`config.mk`:
```
export PLATFORM = sky130hd
export DESIGN_NAME = bitwise_logic_unit
export DESIGN_NICKNAME = d
export VERILOG_FILES = /design/src/rtl/lu_pkg.sv /design/src/rtl/lu_bit_mux.sv /design/src/rtl/lu_logic_array.sv /design/src/rtl/lu_result_reg.sv /design/src/rtl/bitwise_logic_unit.sv
export SDC_FILE = /design/constraint.sdc
export NUM_CORES = 1
export LEC_CHECK = 0
export ABC_CLOCK_PERIOD_IN_PS = 800
export BUFFER_PORTS_ARGS = -buffer_cell sky130_fd_sc_hd__clkbuf_2
export CAP_MARGIN = 10
export CORE_ASPECT_RATIO = 1.25
export CORE_MARGIN = 8
export CORE_UTILIZATION = 50
export CTS_BUF_LIST = sky130_fd_sc_hd__clkbuf_4
export DETAILED_ROUTE_END_ITERATION = 16
export PLACE_DENSITY = 0.82
export SLEW_MARGIN = 20
export SYNTH_ARGS = -nofsm -noshare
export SYNTH_HDL_FRONTEND = slang
export SYNTH_SLANG_ARGS = --single-unit
```
`constraint.sdc`:
```
create_clock -name clk_i -period 0.8 [get_ports clk_i]
set_input_delay 0.08 -clock clk_i [delete_from_list [all_inputs] [get_ports clk_i]]
set_output_delay 0.08 -clock clk_i [all_outputs]
set_load 0.05 [all_outputs]
```
`src/rtl/lu_pkg.sv`:
```
package lu_pkg;
  localparam int unsigned FN_W = 4;
  typedef logic [FN_W-1:0] lu_fn_t;

  localparam lu_fn_t FN_ZERO  = 4'd0;
  localparam lu_fn_t FN_AND   = 4'd1;
  localparam lu_fn_t FN_ANDNB = 4'd2;
  localparam lu_fn_t FN_PASSA = 4'd3;
  localparam lu_fn_t FN_NAANDB= 4'd4;
  localparam lu_fn_t FN_PASSB = 4'd5;
  localparam lu_fn_t FN_XOR   = 4'd6;
  localparam lu_fn_t FN_OR    = 4'd7;
  localparam lu_fn_t FN_NOR   = 4'd8;
  localparam lu_fn_t FN_XNOR  = 4'd9;
  localparam lu_fn_t FN_NOTB  = 4'd10;
  localparam lu_fn_t FN_AORNB = 4'd11;
  localparam lu_fn_t FN_NOTA  = 4'd12;
  localparam lu_fn_t FN_NAORB = 4'd13;
  localparam lu_fn_t FN_NAND  = 4'd14;
  localparam lu_fn_t FN_ONES  = 4'd15;
endpackage

```
`src/rtl/lu_bit_mux.sv`:
```
module lu_bit_mux
  import lu_pkg::*;
(
  input  lu_fn_t tt_i,
  input  logic   a_i,
  input  logic   b_i,
  output logic   f_o
);
  logic [1:0] sel;
  // truth table index is the inverted operand pair
  assign sel = {~a_i, ~b_i};
  always_comb begin
    unique case (sel)
      2'd0: f_o = tt_i[0];
      2'd1: f_o = tt_i[1];
      2'd2: f_o = tt_i[2];
      default: f_o = tt_i[3];
    endcase
  end
endmodule

```
`src/rtl/lu_logic_array.sv`:
```
module lu_logic_array
  import lu_pkg::*;
#(
  parameter int unsigned WIDTH = 32
) (
  input  lu_fn_t           fn_i,
  input  logic [WIDTH-1:0] a_i,
  input  logic [WIDTH-1:0] b_i,
  output logic [WIDTH-1:0] f_o
);
  for (genvar i = 0; i < WIDTH; i++) begin : g_bit
    lu_bit_mux u_mux (
      .tt_i (fn_i),
      .a_i  (a_i[i]),
      .b_i  (b_i[i]),
      .f_o  (f_o[i])
    );
  end
endmodule

```
`src/rtl/lu_result_reg.sv`:
```
module lu_result_reg #(
  parameter int unsigned WIDTH = 32
) (
  input  logic             clk_i,
  input  logic             rst_ni,
  input  logic             en_i,
  input  logic [WIDTH-1:0] d_i,
  output logic [WIDTH-1:0] q_o
);
  always_ff @(posedge clk_i or negedge rst_ni) begin
    if (!rst_ni)   q_o <= '0;
    else if (en_i) q_o <= d_i;
  end
endmodule

```
`src/rtl/bitwise_logic_unit.sv`:
```
module bitwise_logic_unit
  import lu_pkg::*;
#(
  parameter int unsigned WIDTH = 32
) (
  input  logic             clk_i,
  input  logic             rst_ni,
  input  logic             en_i,
  input  logic [3:0]       fn_i,
  input  logic [WIDTH-1:0] a_i,
  input  logic [WIDTH-1:0] b_i,
  output logic [WIDTH-1:0] f_o
);
  logic [WIDTH-1:0] comb_f;

  lu_logic_array #(.WIDTH(WIDTH)) u_array (
    .fn_i (fn_i),
    .a_i  (a_i),
    .b_i  (b_i),
    .f_o  (comb_f)
  );

  lu_result_reg #(.WIDTH(WIDTH)) u_reg (
    .clk_i  (clk_i),
    .rst_ni (rst_ni),
    .en_i   (en_i),
    .d_i    (comb_f),
    .q_o    (f_o)
  );
endmodule

```
; ---- After elaboration in Yosys (flattened, before gate mapping)
; Index checks and enable logic that the tools add are counted.
[word_totals]
reg_bits = 32
output_inout_bits = 32
word_cells = 193
[op_classes]
eq_ne = 64
n_mux = 32
bitwise = 64
n_reduce_logical = 32
[op_table]
columns = op, count
row1 = one-hot mux 1 bit (3 select lines), 32
row2 = equality test 2 x 1 -> 1 bit (second input constant), 32
row3 = equality test 2 bit (second input constant), 32
row4 = zero test 2 bit, 32
row5 = NOT 1 bit, 64

; ---- Longest topological paths before layout
; Gate-level depths: netlist of run 1.
[depth]
depth_word = 3
ltp_mapped = 5

; ---- Hierarchy
; Synthesis of run 1 repeated with hierarchy kept, for this count alone.
[hier_totals]
hier_cells = 100
hier_area_um2 = 2065.7
[modules_own_cells]
columns = mod, instances, cells_per_inst, area_each_um2, seq_area_each_um2
row1 = lu_result_reg, 1, 68, 1345.0, 800.8
row2 = lu_bit_mux, 32, 1, 22.5, 0.0

; ---- Worst setup path before layout of run 1
; OpenSTA, ideal clock, no wires.
[synth_path]
kind = flip-flop to flip-flop
startpoint = register, netlist name u_reg.q_o[0]
endpoint = register u_reg.q_o[0]
arrival_time_ns = 0.779
required_ns = 0.664
slack_ns = -0.115
path_stages_with_launch = 3
period_less_slack_ns = 0.915
path_cell_list = dfrtp_1 > nand2_1 > o311ai_2
[synth_rtl]
columns = item, line_no
row1 = to (signal assigned), lu_result_reg.sv:12  ; else if (en_i) q_o <= d_i;
row2 = to (decl), lu_result_reg.sv:8  ; output logic [WIDTH-1:0] q_o

; ---- Worst setup path after layout of run 1
[layout_path]
startpoint = register u_reg.q_o[30]
endpoint = output f_o[30]
[layout_rtl]
columns = item, line_no
row1 = to (decl), bitwise_logic_unit.sv:12  ; output logic [WIDTH-1:0] f_o
; No word-level cell between the ends.

==> results of run 1 <==
[cells in the final DEF, fill, tap and decap left out]
master,instances
dfrtp_2,32
clkinv_1,1
buf_8,32
o311ai_2,27
o311ai_4,3
o311ai_1,2
nand3_1,5
diode_2,1
inv_2,1
nand2_4,3
nand2_1,27
nand3_2,27
clkbuf_4,7
buf_6,5
mux2i_1,32
dlygate4sd3_1,31
nand2_2,2
buf_4,37
buf_12,9
clkbuf_2,67
mux2_2,32
[metal layers]
layer  track usage, %  share of wire (%)
met1             22.0                 38
met2             40.4                 54
met3             4.95                5.3
met4             8.36                1.9
met5                0                  0
[repair_timing]
item	CTS	global route
setup endpoints to repair	32	44
endpoints found under the hold margin	62	0
buffers inserted	3	4
gates resized for setup	69	46
pin swaps	0	4
cloned	0	0
hold buffers	31	0
[per-stage QoR]
step / setup TNS, ns / setup slack (ns)
after floorplan: -0.432 / -0.0154
after global placement: -3.95 / -0.143
after detailed placement: -5.01 / -0.222
after CTS: -7.33 / -0.246
after global routing: -7.68 / -0.242
final: -6.53 / -0.224
[final cells by class]
type | count | area (sq um)
flip-flops and latches | 32 | 841
clock buffers | 7 | 52.6
repair buffers | 181 | 1640
multi-input cells | 160 | 1660
fillers | 269 | 727
inverters | 1 | 3.75
clock inverters | 1 | 3.75
diodes | 1 | 2.50
well taps | 62 | 77.6
[cell families after synthesis]
| group | Yosys count | share of synthesized area (%) |
|---|---|---|
| AND/OR/NAND/NOR | 64 | 16.3 |
| buffers and inverters | 23 | 6.42 |
| AO/OA/AOI/OAI | 32 | 19.2 |
| flip-flops | 32 | 31.4 |
| multiplexers | 64 | 26.7 |
[path summary, 6_finish.rpt]
path | to | cells past startpoint | slack, ns | start
hold reg to reg | u_reg.q_o[6] | 2 | 0.53 | u_reg.q_o[6]
min in group asynchronous | u_reg.q_o[28] | 3 | 0.23 | rst_ni
max in group asynchronous | u_reg.q_o[15] | 3 | 0.35 | rst_ni
setup / recovery | f_o[30] | 1 | -0.22 | u_reg.q_o[30]
setup reg to reg | u_reg.q_o[30] | 3 | -0.02 | u_reg.q_o[30]
hold / removal | u_reg.q_o[20] | 2 | 0.02 | a_i[20]
[power breakdown]
part           leakage, nW  internal, mW  switching (mW)  total, mW
Sequential           0.356          1.86           0.210       2.07
Combinational         1.52          1.48            1.59       3.07
Clock               0.0338         0.406           0.581      0.987
==> summary.md, run 1 <==
| Metric | Value |
|---|---|
| Outcome | `finished, violations left` |
| Failing checks | `negative setup slack` |
| Area delta synth->final | `67.8%` |
| Setup Skew | `0 ns` |
| Dpl cell area | `0.00348 sq mm` |
| Area of the mapped netlist | `0.00255 sq mm` |
| # nets final | `452` |
| Drt via density | `5.62` |
| Tmin final | `1.02 ns` |
| Fin Hold WS | `0.0183 ns` |
| WP data arrival | `0.94 ns` |
| Post-DP HPWL | `5.48 mm` |
| Worst path bufs/invs | `1` |
| Crit path cell chain | `buf_8` |
| CTS Sinks | `32` |
| 1st-iter DRT viols | `103` |
| Die area | `0.00766 sq mm` |
| Post-Layout Cell Count | `445` |
| Max-capacitance violation count | `0` |
| Top-area cell type share of the netlist area | `31.4%` |
| Core Util, Final | `85.5%` |
| DRC Markers | `0` |
| Max H-tree Level | `2` |
| Pwr Density | `1430 mW/mm^2` |
| Worst hold path type | `input pin to flop` |
| Cell area after layout | `0.00428 sq mm` |
| Slew Limit Fails | `0` |
| Setup WS post-layout | `-0.224 ns` |
| GPL Wtd Cong | `0.785` |
| Root buffer cell | `clkbuf_4` |
| Mapped Avg Cell Area | `11.9 sq um` |
| Worst Setup End Kind | `output pin` |
| Post-synth top cells | `dfrtp_1 (32), mux2_2 (32), mux2i_1 (32), nand2_1 (32), o311ai_2 (28)` |
| Setup crit start kind | `flop` |
| I/O Buffers | `102` |
| Worst slew pin tran | `0.277 ns` |
| Synth unique cells | `14` |
| RSZ-0062 raised after global routing | `yes` |
| WS Path Type | `flop to output pin` |
| Most flops, register | `u_reg.q_o` |
| Grt ovf | `0` |
| Leading area contributor after synthesis | `dfrtp_1` |
| First-pass GRT wire length | `13.0 mm` |
| Detail Route Antenna Nets | `0` |
| Leak pwr | `1.91 nW` |
| I/O pins | `103` |
| Mapped Cells | `215` |
| Largest net degree at the start of global routing | `34` |
| CP Data Required Time | `0.72 ns` |
| Num rows | `29` |
| Core ar. | `0.00501 sq mm` |
| Seq/Total Area, Yosys | `31.4%` |
| Initial Utilization | `50.9%` |
| Post-Syn Nets | `286` |
| Crit share post-route | `128%` |
| Die Ht | `95.9 um` |
| Initial antenna violation count | `0` |
| EDFF count, synth | `0` |
| Synth Flop Type | `dfrtp_1` |
| Vias in the first global route | `2,669` |
| Clock Latency Late Sink | `0.33 ns` |
| Routed wire length | `8.59 mm` |
| Max IR drop VDD | `1.02 mV` |
| Delay-heaviest family, CP | `flip-flops` |
| Post-Place Cells | `403` |
| Final total power | `6.13 mW` |
| Routed vias | `2,500` |
| CTS Buf Count | `5` |
| Peak Freq | `977 MHz` |
| Clk buf depth | `2` |
| Largest cells by area after synthesis | `dfrtp_1 (31%), o311ai_2 (18%), mux2_2 (14%)` |
| Worst path max stage delay | `0.45 ns` |
| WL/cell | `19.3 um` |
| Share of cells above drive strength 1 | `74.3%` |
| Final setup violation count | `38` |
| Total GRT Usage | `21.4%` |
| Reg clk slew, reported paths | `0.11 ns` |
| Max FO, Critical Path | `2` |
| Final Hold Viols | `0` |
| #FFs+latches synth | `32` |
| Die W | `79.9 um` |
| DRT Pass-1 Iters | `4` |
| Ys async rst share | `100%` |
| Slowest cell on the critical path | `dfrtp_2` |
| Max-Slew Margin vs Limit | `81.0%` |
| Max FFs per register | `32` |
| Biggest regs | `u_reg.q_o (32)` |
| Number of synthesis warnings | `0` |
| CTS tree | `yes` |
Note: power is estimated with default switching activity, not from simulation.
==> run 2: changes to the inputs <==
Settings changed: CELL_PAD_IN_SITES_DETAIL_PLACEMENT set to 0, CELL_PAD_IN_SITES_GLOBAL_PLACEMENT set to 1, CORE_UTILIZATION 50 to 38, PLACE_DENSITY 0.82 to unset, PLACE_DENSITY_LB_ADDON set to 0.1.
==> summary.md, run 2 (same netlist as run 1, synthesis figures left out) <==
| Metric | Value |
|---|---|
| Leading cell types in the layout, fill and taps excluded | `clkbuf_2 (68), buf_4 (35)` |
| Worst R2R Path Depth | `3` |
| Most flops, register | `u_reg.q_o` |
| Max FFs per register | `32` |
| Worst path max stage delay | `0.44 ns` |
| DRT Pass-1 Iters | `4` |
| Post-DP HPWL | `5.38 mm` |
| 1st-iter DRT viols | `41` |
| GPL Wtd Cong | `0.721` |
| Clock Latency Late Sink | `0.32 ns` |
| Routed vias | `2,324` |
| Die Ht | `108 um` |
| Reg2reg end | `u_reg.q_o[17]` |
| CTS tree | `yes` |
| Area delta synth->final | `66.0%` |
| Worst hold path type | `input pin to flop` |
| CTS Sinks | `32` |
| Biggest regs | `u_reg.q_o (32)` |
| Hold Path Depth | `2` |
| # nets final | `449` |
| Fill cells | `533` |
| Final Hold Viols | `0` |
| Reg2reg setup slack | `0 ns` |
| DRC Markers | `0` |
| Peak Freq | `993 MHz` |
| WP data arrival | `0.93 ns` |
| Max IR drop VDD | `0.747 mV` |
| Setup crit start kind | `flop` |
| RSZ-0062 raised after global routing | `yes` |
| Cell area after layout | `0.00423 sq mm` |
| Crit share post-route | `126%` |
| Setup tns final | `-6.05 ns` |
| Pre-CTS WS | `-0.161 ns` |
| M2 GR Usage | `28.3%` |
| Max H-tree Level | `2` |
| Seq pwr share | `34.6%` |
| Commonest non-fill, non-tap cell in the layout | `clkbuf_2` |
| Worst path bufs/invs | `1` |
| Crit path cell chain | `buf_8` |
| Slew Limit Fails | `0` |
| Max FO, Critical Path | `2` |
| Die W | `89.3 um` |
| WL/cell | `16.3 um` |
| Core ar. | `0.00652 sq mm` |
| Reg-to-reg startpoint | `u_reg.q_o[17]` |
| Setup WS post-layout | `-0.207 ns` |
| Global-route met3 utilization | `4.05%` |
| Tmin final | `1.01 ns` |
| Vias in the first global route | `2,566` |
| Clk buf depth | `2` |
| Slowest cell on the critical path | `dfrtp_2` |
| Largest net degree at the start of global routing | `33` |
| Worst slew pin tran | `0.265 ns` |
| Fin Hold WS | `0.0230 ns` |
| I/O Buffers | `102` |
| Worst Setup End Kind | `output pin` |
| Grt ovf | `0` |
| Root buffer cell | `clkbuf_4` |
| Outcome | `finished, violations left` |
| Sw power | `2.26 mW` |
| Reg clk slew, reported paths | `0.11 ns` |
| Combinational group share of total power | `49.3%` |
| Clock group share of total power | `16.1%` |
| WS Path Type | `flop to output pin` |
| Leak pwr | `1.87 nW` |
| Failing checks | `negative setup slack` |
| Dpl cell area | `0.00353 sq mm` |
| Initial Utilization | `39.1%` |
| Met1 Usage GRT | `19.3%` |
| Final setup violation count | `32` |
| CTS Buf Count | `5` |
| Antenna diodes | `0` |
| Pwr Density | `1400 mW/mm^2` |
| Final total power | `5.95 mW` |
| First-pass GRT wire length | `12.4 mm` |
| Max-Slew Margin vs Limit | `81.8%` |
| CP Data Required Time | `0.72 ns` |
| Routed wire length | `7.61 mm` |
| Max-capacitance violation count | `0` |
| Sw Share | `38.0%` |
| Layer with the highest usage | `met2` |
| Hold endpoint | `u_reg.q_o[23]` |
| Share of cells above drive strength 1 | `72.6%` |
| Drt via density | `4.99` |
| Total GRT Usage | `16.2%` |
| Setup Skew | `0 ns` |
| Min-delay src | `a_i[23]` |
| Int Power | `3.69 mW` |
| I/O pins | `103` |
| Initial antenna violation count | `0` |
| Detail Route Antenna Nets | `0` |
| Delay-heaviest family, CP | `flip-flops` |
| Num rows | `33` |
| Critical path startpoint | `u_reg.q_o[13]` |
| Die area | `0.00961 sq mm` |
## run 2: cell types whose count changed in the layout (fill, tap and decap cells not counted), sizes merged
cell	delta
buf	-4
clkbuf	+1
diode	-1
## run 2: timing repair
item | in CTS | in global routing
hold buffers | 31 | 0
setup buffers | 0 | 1
endpoints found under the setup margin | 32 | 35
gates cloned | 0 | 0
endpoints found under the hold margin | 62 | 0
pin swaps | 0 | 1
gates resized for setup | 64 | 35
## run 2: layout make-up
| type | instances | area [sq um] | area share [%] |
|---|---|---|---|
| repair buffers | 178 | 1630 | 38.4 |
| multi-input cells | 160 | 1600 | 37.8 |
| flip-flops and latches | 32 | 841 | 19.9 |
| well taps | 87 | 109 | 2.57 |
| clock buffers | 7 | 52.6 | 1.24 |
| clock inverters | 1 | 3.75 | 0.0887 |
| inverters | 1 | 3.75 | 0.0887 |
## run 2: worst max-delay path by stage
stage	end	slack (ns)	cells past startpoint
final	f_o[13]	-0.21	1
after global routing	f_o[13]	-0.26	1
after CTS	f_o[13]	-0.25	1
after detailed placement	u_reg.q_o[0]	-0.16	5
after global placement	u_reg.q_o[0]	-0.15	5
after floorplan	u_reg.q_o[0]	-0.02	2
## run 2: stage by stage
stage / utilization (%) / cells
final: 64.9 / 466
after global routing: 64.9 / 466
after CTS: 64.1 / 467
after detailed placement: 54.2 / 428
after global placement: 54.2 / 428
after floorplan: - / 215
## run 2: power by group through the flow
stage	registers, mW	logic (mW)	clock network, mW
floorplan	2.72	0.816	0
global placement	2.00	2.39	0
detailed placement	2.01	2.40	0
CTS	2.01	2.84	1.02
global route	2.08	3.10	1.09
finish	2.06	2.93	0.959
## run 2: per-layer routing
layer  wire length (um)  vias up
met2               3840       65
met4                 42        0
met3                498        4
li1                   -     1149
met1               3220     1106
met5                  0        -
==> run 3: changes to the inputs <==
Settings changed: PLACE_DENSITY set to 0.82, PLACE_DENSITY_LB_ADDON 0.1 to unset.
==> summary.md, run 3 (same netlist as run 1, synthesis figures left out) <==
| Metric | Value |
|---|---|
| Outcome | `finished, violations left` |
| Failing checks | `negative setup slack` |
| Post-DP HPWL | `5.33 mm` |
| Crit path cell chain | `buf_8` |
| Seq pwr share | `34.4%` |
| Area delta synth->final | `65.9%` |
| Leak pwr | `1.86 nW` |
| Crit share post-route | `127%` |
| CP Data Required Time | `0.72 ns` |
| DRT Pass-1 Iters | `4` |
| Clock group share of total power | `16.3%` |
| Delay-heaviest family, CP | `flip-flops` |
| DRC Markers | `0` |
| Drt via density | `5.07` |
| Peak Freq | `988 MHz` |
| Max-capacitance violation count | `0` |
| GPL Wtd Cong | `0.712` |
| Setup crit start kind | `flop` |
| Combinational group share of total power | `49.3%` |
| WL/cell | `17.3 um` |
| I/O Buffers | `102` |
| Final Hold Viols | `0` |
| Int Power | `3.69 mW` |
| WS Path Type | `flop to output pin` |
| Worst hold path type | `input pin to flop` |
| Worst Setup End Kind | `output pin` |
| Max FFs per register | `32` |
| Sw power | `2.32 mW` |
| Num rows | `33` |
| Pwr Density | `1420 mW/mm^2` |
| Sw Share | `38.6%` |
| Worst path max stage delay | `0.45 ns` |
| Max-Slew Margin vs Limit | `81.4%` |
| Core ar. | `0.00652 sq mm` |
| Pre-CTS WS | `-0.163 ns` |
| Commonest non-fill, non-tap cell in the layout | `clkbuf_2` |
| Slowest cell on the critical path | `dfrtp_2` |
| Clk buf depth | `2` |
| Largest net degree at the start of global routing | `35` |
| Leading cell types in the layout, fill and taps excluded | `clkbuf_2 (69), buf_4 (34)` |
| Worst slew pin tran | `0.272 ns` |
| RSZ-0062 raised after global routing | `yes` |
| # nets final | `449` |
| I/O pins | `103` |
| Share of cells above drive strength 1 | `73.4%` |
| Tmin final | `1.01 ns` |
| Die Ht | `108 um` |
| CTS tree | `yes` |
| Biggest regs | `u_reg.q_o (32)` |
| Die area | `0.00961 sq mm` |
| Routed wire length | `8.07 mm` |
| Worst path bufs/invs | `1` |
| Fin Hold WS | `0.0221 ns` |
| Final setup violation count | `36` |
| Die W | `89.3 um` |
| Reg2reg setup slack | `-0.02 ns` |
| 1st-iter DRT viols | `120` |
| CTS Sinks | `32` |
| Initial antenna violation count | `1` |
| Clock Latency Late Sink | `0.32 ns` |
| Detail Route Antenna Nets | `0` |
| Grt ovf | `0` |
| Reg clk slew, reported paths | `0.10 ns` |
| CTS Buf Count | `5` |
| Slew Limit Fails | `0` |
| First-pass GRT wire length | `12.9 mm` |
| Most flops, register | `u_reg.q_o` |
| Vias in the first global route | `2,602` |
| WP data arrival | `0.93 ns` |
| Initial Utilization | `39.1%` |
| Root buffer cell | `clkbuf_4` |
| Routed vias | `2,368` |
| Max IR drop VDD | `0.797 mV` |
| Max FO, Critical Path | `2` |
| Setup WS post-layout | `-0.212 ns` |
| Max H-tree Level | `2` |
| Setup Skew | `0 ns` |
| Total GRT Usage | `17.1%` |
==> run 3: changes by cell type in the layout (fill, tap and decap cells not counted), moves of 2 or more <==
cell      delta
buf_12       -3
o311ai_1     -2
o311ai_2     +2
buf_6        +2
nand2_1      -2
==> run 3: what timing repair did <==
item / CTS / global route
gates resized for setup: 66 / 40
setup endpoints to repair: 32 / 43
endpoints found under the hold margin: 62 / 1
pin swaps: 0 / 6
setup buffers: 2 / 1
hold buffers: 31 / 1
==> run 3: final cells by class <==
type,count,area [sq um]
Timing Repair Buffer,178,1600
Sequential cell,32,841
Tap cell,87,109
Clock inverter,1,3.75
Inverter,1,3.75
Antenna cell,1,2.50
Clock buffer,7,52.6
Multi-Input combinational cell,160,1620
Fill cell,539,2290
==> run 3: worst register-to-register path: stages (launching register included) <==
cell      delay, ns
dfrtp_2        0.44
buf_6          0.12
nand2_2        0.05
o311ai_2       0.09
==> run 3: worst paths after layout <==
kind | start | endpoint | cells past startpoint
setup reg to reg | u_reg.q_o[22] | u_reg.q_o[22] | 3
max in group asynchronous | rst_ni | u_reg.q_o[2] | 3
min in group asynchronous | rst_ni | u_reg.q_o[11] | 3
setup / recovery | u_reg.q_o[16] | f_o[16] | 1
hold reg to reg | u_reg.q_o[20] | u_reg.q_o[20] | 2
hold / removal | a_i[16] | u_reg.q_o[16] | 2
==> run 3: per-layer routing <==
| layer | up-vias | GRT usage [%] | wire [um] |
|---|---|---|---|
| met5 | - | 0 | 0 |
| met4 | 0 | 5.48 | 91 |
| met3 | 6 | 3.28 | 459 |
| met2 | 67 | 29.8 | 4330 |
| met1 | 1147 | 20.1 | 3190 |
| li1 | 1148 | - | - |
==> run 3: power groups by stage <==
stage                     Clock [mW]  Combinational [mW]  Sequential [mW]
final                          0.981                2.96             2.07
after global routing            1.10                3.13             2.09
after CTS                       1.04                2.83             2.01
after detailed placement           0                2.36             2.01
after global placement             0                2.33             2.00
after floorplan                    0               0.816             2.72
==> run 3: metrics by stage <==
stage / utilization, % / power (mW) / std cells / instance area (sq um) / setup TNS [ns]
floorplan: - / 3.54 / 215 / 2590 / -0.432
global placement: 53.1 / 4.33 / 424 / 3470 / -3.96
finish: 64.9 / 6.01 / 467 / 4230 / -6.26
global route: 64.9 / 6.32 / 467 / 4230 / -7.74
detailed placement: 53.1 / 4.37 / 424 / 3470 / -4.39
CTS: 63.3 / 5.88 / 465 / 4130 / -7.44
